[src/rtl/burst_pkg.sv]
package burst_pkg;
    localparam int LOW_W  = 2;
    localparam int BEATS  = 1 << LOW_W;

    typedef enum logic {
        ST_IDLE  = 1'b0,
        ST_BURST = 1'b1
    } burst_state_e;

    typedef enum logic {
        ORD_LINEAR     = 1'b0,
        ORD_INTERLEAVE = 1'b1
    } burst_order_e;
endpackage

[src/rtl/burst_ctrl_fsm.sv]
module burst_ctrl_fsm
    import burst_pkg::*;
(
    input  logic         clk,
    input  logic         rst_n,
    input  logic         start_i,
    input  logic         step_n_i,
    output burst_state_e state_o,
    output logic         capture_o,
    output logic         advance_o
);
    burst_state_e state_q, state_d;

    // state register
    always_ff @(posedge clk or negedge rst_n) begin
        if (!rst_n) state_q <= ST_IDLE;
        else        state_q <= state_d;
    end

    // next state
    always_comb begin
        state_d = state_q;
        unique case (state_q)
            ST_IDLE:  if (start_i) state_d = ST_BURST;
            ST_BURST: state_d = ST_BURST;
            default:  state_d = ST_IDLE;
        endcase
    end

    // outputs: start has priority over step
    always_comb begin
        capture_o = start_i;
        advance_o = 1'b0;
        unique case (state_q)
            ST_IDLE:  advance_o = 1'b0;
            ST_BURST: advance_o = !start_i && !step_n_i;
            default:  advance_o = 1'b0;
        endcase
    end

    assign state_o = state_q;
endmodule

[src/rtl/burst_beat_cnt.sv]
module burst_beat_cnt
    import burst_pkg::*;
(
    input  logic             clk,
    input  logic             rst_n,
    input  logic             clear_i,
    input  logic             inc_i,
    output logic [LOW_W-1:0] beat_o
);
    logic [LOW_W-1:0] beat_q;

    always_ff @(posedge clk or negedge rst_n) begin
        if (!rst_n)       beat_q <= '0;
        else if (clear_i) beat_q <= '0;
        else if (inc_i)   beat_q <= beat_q + LOW_W'(1);
    end

    assign beat_o = beat_q;
endmodule

[src/rtl/burst_seq_map.sv]
module burst_seq_map
    import burst_pkg::*;
(
    input  logic             order_i,
    input  logic [LOW_W-1:0] start_i,
    input  logic [LOW_W-1:0] beat_i,
    output logic [LOW_W-1:0] low_o
);
    logic [LOW_W-1:0] lin_w;
    logic [LOW_W-1:0] ilv_w;

    // per-bit XOR for the interleaved order
    for (genvar b = 0; b < LOW_W; b++) begin : g_ilv
        assign ilv_w[b] = start_i[b] ^ beat_i[b];
    end

    assign lin_w = start_i + beat_i;

    always_comb begin
        unique case (burst_order_e'(order_i))
            ORD_LINEAR:     low_o = lin_w;
            ORD_INTERLEAVE: low_o = ilv_w;
            default:        low_o = lin_w;
        endcase
    end
endmodule

[src/rtl/burst_addr_gen.sv]
module burst_addr_gen
    import burst_pkg::*;
#(
    parameter int ADDR_W = 20
) (
    input  logic              clk,
    input  logic              rst_n,
    input  logic              start_i,
    input  logic              step_n_i,
    input  logic              order_i,
    input  logic [ADDR_W-1:0] addr_i,
    output logic [ADDR_W-1:0] addr_o,
    output logic [LOW_W-1:0]  beat_o
);
    localparam int UP_W = ADDR_W - LOW_W;

    burst_state_e     state_q;
    logic             capture_w;
    logic             advance_w;
    logic [UP_W-1:0]  upper_q;
    logic [LOW_W-1:0] start_q;
    logic [LOW_W-1:0] beat_w;
    logic [LOW_W-1:0] low_w;

    burst_ctrl_fsm u_fsm (
        .clk       (clk),
        .rst_n     (rst_n),
        .start_i   (start_i),
        .step_n_i  (step_n_i),
        .state_o   (state_q),
        .capture_o (capture_w),
        .advance_o (advance_w)
    );

    burst_beat_cnt u_cnt (
        .clk     (clk),
        .rst_n   (rst_n),
        .clear_i (capture_w),
        .inc_i   (advance_w),
        .beat_o  (beat_w)
    );

    // captured start address
    always_ff @(posedge clk or negedge rst_n) begin
        if (!rst_n) begin
            upper_q <= '0;
            start_q <= '0;
        end else if (capture_w) begin
            upper_q <= addr_i[ADDR_W-1:LOW_W];
            start_q <= addr_i[LOW_W-1:0];
        end
    end

    burst_seq_map u_map (
        .order_i (order_i),
        .start_i (start_q),
        .beat_i  (beat_w),
        .low_o   (low_w)
    );

    assign addr_o = {upper_q, low_w};
    assign beat_o = beat_w;
endmodule

[config.mk]
export PLATFORM = sky130hd
export DESIGN_NAME = burst_addr_gen
export DESIGN_NICKNAME = d
export VERILOG_FILES = /design/src/rtl/burst_pkg.sv /design/src/rtl/burst_ctrl_fsm.sv /design/src/rtl/burst_beat_cnt.sv /design/src/rtl/burst_seq_map.sv /design/src/rtl/burst_addr_gen.sv
export SDC_FILE = /design/constraint.sdc
export NUM_CORES = 1
export LEC_CHECK = 0
export ABC_AREA = 0
export BUFFER_PORTS_ARGS = -buffer_cell sky130_fd_sc_hd__clkbuf_2
export CAP_MARGIN = 5
export CORE_MARGIN = 3
export CORE_UTILIZATION = 46
export CTS_CLUSTER_SIZE = 12
export DETAILED_ROUTE_END_ITERATION = 16
export GPL_TIMING_DRIVEN = 0
export PLACE_DENSITY = 0.81
export RECOVER_POWER = 50
export SETUP_SLACK_MARGIN = 0.05
export SYNTH_ARGS = -nofsm -noshare
export SYNTH_HDL_FRONTEND = slang
export SYNTH_SLANG_ARGS = --single-unit
[constraint.sdc]
create_clock -name clk -period 1.5 [get_ports clk]
set_input_delay 0.225 -clock clk [delete_from_list [all_inputs] [get_ports clk]]
set_output_delay 0.225 -clock clk [all_outputs]
set_load 0.05 [all_outputs]
==> impl_metrics.py, run 1 <==
metrics = {
    "outcome": {
        "status": "complete, but fails checks",
        "violations": "negative setup slack",
    },
    "layout": {
        "nFillCells": 133,
        "area_growth_pct": 42.7,
        "drive_gt1_share_pct": 74.1,
        "antenna_cells": 0,
        "regArea_um2": 578,
        "design_area_um2": 1290,
        "fin_nets": 135,
        "final_util_pct": 72.4,
        "multi_input_area_um2": 364,
        "final_common_cell": "clkbuf_2",
        "layout_common_cells": "clkbuf_2 (44), dfrtp_1 (21), mux2_2 (20)",
    },
    "routing": {
        "antenna_left": 0,
        "wire_per_inst_um": 14.8,
        "routed_via_density": 4.76,
        "drt_pass1_iterations": 2,
        "drt_iter0_drc": 4,
        "drt_wl_total_um": 1970,
        "vias": 633,
        "drc": 0,
    },
    "pwr": {
        "p_clk_share_pct": 18.1,
        "netSwitchingFraction_pct": 36.3,
        "ir_worst_vdd_mv": 0.797,
        "leakage_nw": 0.624,
        "cellPowerDensity_nw_per_um2": 1170,
        "pwr-share-comb_pct": 34.5,
        "switchingPower_w": 0.000550,
        "p_int_w": 0.000966,
        "power_w": 0.00152,
        "power_frac_seq_pct": 47.4,
    },
    "grt": {
        "grt_pass1_wl_um": 3120,
        "grt_max_degree": 24,
        "overflow": 0,
        "grt_pass1_vias": 705,
        "antenna_found_initial": 0,
        "grtUsageTotal_pct": 16.8,
    },
    "cts": {
        "htreeDepth": 1,
        "cts_buffer_depth": 2,
        "cts_sinks": 23,
        "cts_tree": "built",
        "clock_latency_ps": 290,
        "cts-root-buf": "clkbuf_4",
        "path_clk_slew_ps": 130,
        "cts_buffers": 3,
    },
    "synthesis": {
        "seq_area_frac_synth_pct": 63.6,
        "ys_warn_count": 0,
        "netlist_instances": 56,
        "ys_ff_latch": 23,
        "synth_cell_types": 10,
        "avgSynthCellArea_um2": 16.2,
        "netlist_area_um2": 905,
        "syn_nets": 82,
    },
    "setup_path": {
        "start_kind": "register",
        "setup.worst_path.class": "register to primary output",
        "critPathRequiredTime_ps": 1270,
        "critical_path_arrival_ps": 1320,
        "critPathMaxFanout": 2,
        "endpoint_kind": "primary output",
    },
    "placed_design": {
        "gp_congestion": 0.682,
        "hpwl_um": 1390,
        "placed_cell_area_um2": 1200,
        "numPortBuffers": 46,
    },
    "sta": {
        "hold_ws_ps": 143,
        "setup_viol": 1,
        "setup_slack_ps": -40.4,
        "post-route-period-util_pct": 103,
        "drv_slew": 0,
        "rsz0062_at_grt": "yes",
        "hold_violations": 0,
        "period_minus_slack_ps": 1540,
        "skew_ps": 0.114,
        "timing.fmax_ghz": 0.649,
        "relSlewSlack_pct": 63.8,
        "worst_pin_slew_ps": 544,
    },
    "floorplan": {
        "coreArea_um2": 1780,
        "ioPinCount": 47,
        "die_y_um": 50.3,
        "start_util_pct": 50.7,
        "die_x_um": 50.3,
        "die_area_um2": 2530,
        "num_rows": 15,
    },
    "run": {
        "drv_cap": 0,
    },
    "hold_path": {
        "min_path_type": "primary input to register",
    },
}
## path summary, 6_finish.rpt
check,startpoint,endpoint,cells after the start,slack [ps]
max in group asynchronous,rst_n,u_cnt.beat_o[0],2,660
worst max register to register,u_cnt.beat_o[0],u_cnt.beat_o[1],4,470
worst max-delay path,u_cnt.beat_o[0],addr_o[1],4,-40
min in group asynchronous,rst_n,upper_q[0],2,440
worst min register to register,u_fsm.state_o,u_fsm.state_o,1,510
worst min-delay path,addr_i[8],upper_q[6],2,140
## cell usage after synthesis (all sizes together)
cell type / instances / share of area [%]
buf: 2 / 2.5
dfrtp: 23 / 64
ha: 1 / 1.4
mux2: 20 / 25
nand3b: 1 / 0.83
nor2: 2 / 0.83
nor2b: 2 / 1.4
or2: 1 / 0.69
xnor2: 3 / 2.9
xor2: 1 / 0.97
## cell families (layout without fill, tap and decap cells)
| kind of cell | Yosys count | count (layout) | share of synthesized area [%] |
|---|---|---|---|
| multiplexers | 20 | 20 | 24.9 |
| AND/OR/NAND/NOR | 6 | 6 | 3.74 |
| buffers and inverters | 2 | 54 | 2.49 |
| adder cells (fa/ha/maj) | 1 | 1 | 1.38 |
| flip-flops | 23 | 23 | 63.6 |
| XOR/XNOR | 4 | 4 | 3.87 |
## layout make-up
class	count	share of cell area, %
Buffer	2	1.74
Clock buffer	3	1.74
Clock inverter	1	0.388
Multi-Input combinational cell	31	28.2
Sequential cell	23	44.8
Tap cell	25	2.42
Timing Repair Buffer	48	20.7
## through the flow
stage	std cells	TNS, ps	setup slack (ps)
finish	133	-40.4	-40.4
global route	133	-120	-120
CTS	133	-91.2	-91.2
detailed placement	127	0	52.4
global placement	127	0	74.0
floorplan	56	0	66.0
## power groups by stage
stage | sequential (W) | combinational (W) | clock, W
6_report | 0.000719 | 0.000523 | 0.000274
2_1_floorplan | 0.000915 | 0.000158 | 0
3_5_place_dp | 0.000727 | 0.000474 | 0
5_1_grt | 0.000727 | 0.000548 | 0.000325
4_1_cts | 0.000716 | 0.000513 | 0.000281
3_3_place_gp | 0.000722 | 0.000463 | 0
## timing repair
action / in CTS / in global routing
hold buffers: 1 / 0
endpoints found under the setup margin: 2 / 2
cloned: 0 / 0
hold endpoints to repair: 23 / 0
pin swaps: 2 / 0
resized for setup: 6 / 3
setup buffers: 1 / 0
## sequential cells by signal, indices dropped and copies added, names as in the netlist
| signal | flops |
|---|---|
| u_cnt.beat_o | 2 |
| upper_q | 18 |
| start_q | 2 |
| u_fsm.state_o | 1 |
## worst max-delay path, cell delays in order, from the launching register on
cell	delay [ps]
dfrtp_2	440
ha_4	150
nor2b_4	130
xnor2_4	130
buf_8	160
## metal layers
layer / track usage [%] / up-vias / share of wire, %
met2: 34.1 / 20 / 59
met3: 2.97 / 2 / 4.2
met4: 6.73 / 0 / 1.1
met1: 16.1 / 314 / 35
met5: 0 / - / 0
li1: - / 297 / -
(Power assumes the default switching activity.)
==> inputs of run 2 (changes only) <==
--- a/config.mk
+++ b/config.mk
@@ -9,13 +9,13 @@
 export BUFFER_PORTS_ARGS = -buffer_cell sky130_fd_sc_hd__clkbuf_2
 export CAP_MARGIN = 5
 export CORE_MARGIN = 3
-export CORE_UTILIZATION = 46
+export CORE_UTILIZATION = 25
 export CTS_CLUSTER_SIZE = 12
 export DETAILED_ROUTE_END_ITERATION = 16
 export GPL_TIMING_DRIVEN = 0
-export PLACE_DENSITY = 0.81
 export RECOVER_POWER = 50
 export SETUP_SLACK_MARGIN = 0.05
+export SLEW_MARGIN = 10
 export SYNTH_ARGS = -nofsm -noshare
 export SYNTH_HDL_FRONTEND = slang
 export SYNTH_SLANG_ARGS = --single-unit
==> run 2 against run 1 <==
Compared with the run above: the flow still finishes with violations (negative setup slack); maximum frequency down 1.7%; final area is 2.6% higher; final cell count rose by 17%; via count down 0.95%; wire length down 1.7%; non-clock buffer count rose by 1; worst hold slack got worse by 7.8 ps; register-to-register slack better by 40 ps; largest power group unchanged.
==> impl_metrics.py, run 2 (synthesized netlist as in run 1, its figures left out) <==
metrics = {
    "routing": {
        "antenna_left": 0,
        "routed_via_density": 4.05,
        "drc": 0,
        "drt_pass1_iterations": 3,
        "wire_per_inst_um": 12.5,
        "drt_wl_total_um": 1940,
        "drt_iter0_drc": 12,
        "vias": 627,
    },
    "pwr": {
        "ir_worst_vdd_mv": 0.374,
        "leakage_nw": 0.629,
        "power_frac_seq_pct": 46.8,
        "p_clk_share_pct": 19.0,
        "cellPowerDensity_nw_per_um2": 1160,
        "netSwitchingFraction_pct": 36.9,
        "p_int_w": 0.000969,
        "pwr-share-comb_pct": 34.2,
        "power_w": 0.00153,
        "switchingPower_w": 0.000566,
    },
    "setup_path": {
        "setup.worst_path.class": "register to primary output",
        "r2r-start": "u_cnt.beat_o[0]",
        "critical_path_arrival_ps": 1340,
        "critPathMaxFanout": 2,
        "start_kind": "register",
        "critPathRequiredTime_ps": 1270,
        "endpoint_kind": "primary output",
        "r2r_end": "u_cnt.beat_o[1]",
        "rrSetupSlack_ps": 510,
        "r2r_cells": 4,
    },
    "placed_design": {
        "hpwl_um": 1410,
        "gp_congestion": 0.628,
        "numPortBuffers": 46,
        "post-place-ws_ps": 48.4,
        "placed_cell_area_um2": 1220,
    },
    "grt": {
        "grt_pass1_wl_um": 3160,
        "grt_max_degree": 24,
        "overflow": 0,
        "grt_pass1_vias": 698,
        "grtUsageTotal_pct": 9.63,
        "antenna_found_initial": 0,
    },
    "layout": {
        "design_area_um2": 1330,
        "final_common_cell": "clkbuf_2",
        "largest_register_ffs": 18,
        "antenna_cells": 0,
        "fin_nets": 136,
        "largest-register": "upper_q",
        "layout_common_cells": "clkbuf_2 (44), dfrtp_1 (21), mux2_2 (20)",
        "final_util_pct": 38.8,
        "drive_gt1_share_pct": 74.3,
        "area_growth_pct": 46.5,
    },
    "sta": {
        "period_minus_slack_ps": 1570,
        "hold_ws_ps": 135,
        "post-route-period-util_pct": 104,
        "relSlewSlack_pct": 60.6,
        "setup_slack_ps": -67.2,
        "hold_violations": 0,
        "setup_viol": 1,
        "rsz0062_at_grt": "yes",
        "worst_pin_slew_ps": 591,
        "drv_slew": 0,
        "timing.fmax_ghz": 0.638,
        "skew_ps": 5.04,
    },
    "floorplan": {
        "coreArea_um2": 3420,
        "die_area_um2": 4380,
        "ioPinCount": 47,
        "die_x_um": 66.2,
        "die_y_um": 66.2,
        "num_rows": 21,
        "start_util_pct": 26.5,
    },
    "cts": {
        "cts_buffers": 3,
        "cts_tree": "built",
        "cts_sinks": 23,
        "cts_buffer_depth": 2,
        "cts-root-buf": "clkbuf_4",
        "htreeDepth": 1,
        "clock_latency_ps": 310,
        "path_clk_slew_ps": 130,
    },
    "hold_path": {
        "hold_depth": 2,
        "min_from": "addr_i[5]",
        "whs_endpoint": "upper_q[3]",
        "min_path_type": "primary input to register",
    },
    "outcome": {
        "status": "complete, but fails checks",
        "violations": "negative setup slack",
    },
    "run": {
        "drv_cap": 0,
    },
}
-- run 2: cell count changes in the layout (fill, tap and decap cells not counted), sizes merged --
cell	before	now
buf	5	6
-- run 2: worst max path at each step --
stage / start / end / slack, ps / cells after the start
floorplan: u_cnt.beat_o[0] / addr_o[1] / 70 / 3
global placement: u_cnt.beat_o[1] / addr_o[1] / 70 / 3
detailed placement: u_cnt.beat_o[1] / addr_o[1] / 50 / 3
CTS: u_cnt.beat_o[0] / addr_o[1] / -100 / 4
global route: start_q[0] / addr_o[1] / -140 / 4
finish: u_cnt.beat_o[0] / addr_o[1] / -70 / 4
-- run 2: power groups by stage --
stage | logic (W) | clock network, W | registers, W
floorplan | 0.000158 | 0 | 0.000915
global placement | 0.000467 | 0 | 0.000723
detailed placement | 0.000474 | 0 | 0.000727
CTS | 0.000515 | 0.000308 | 0.000719
global route | 0.000556 | 0.000338 | 0.000729
finish | 0.000525 | 0.000291 | 0.000718
-- run 2: stage by stage --
step	TNS, ps	instances
5_1_grt	-138	155
3_3_place_gp	0	148
2_1_floorplan	0	56
3_5_place_dp	0	148
4_1_cts	-102	154
6_report	-67.2	155
-- run 2: final cells by class --
type                            instances  area, um2
Fill cell                             355       2090
Sequential cell                        23        578
Multi-Input combinational cell         31        364
Timing Repair Buffer                   49        275
Tap cell                               46       57.6
Clock buffer                            3       22.5
Buffer                                  2       22.5
Clock inverter                          1       5.00
-- run 2: critical path: stages (launching register included) --
cell and delay (ps):
dfrtp_2 450, ha_4 160, nor2b_4 130, xnor2_4 140
buf_8 160
-- run 2: what timing repair did --
item / 4_1_cts / 5_1_grt
pin swaps: 2 / 0
buffers inserted: 1 / 1
hold endpoints to repair: 23 / 0
hold buffers: 1 / 0
resized for setup: 7 / 2
setup endpoints to repair: 2 / 2
-- run 2: metal layers --
| metal | vias up | part of all wire (%) | GRT usage [%] |
|---|---|---|---|
| met1 | 309 | 41 | 10.8 |
| met3 | 2 | 2.9 | 1.53 |
| li1 | 299 | - | - |
| met2 | 17 | 55 | 17.5 |
| met4 | 0 | 1.1 | 4.57 |
| met5 | - | 0 | 0 |
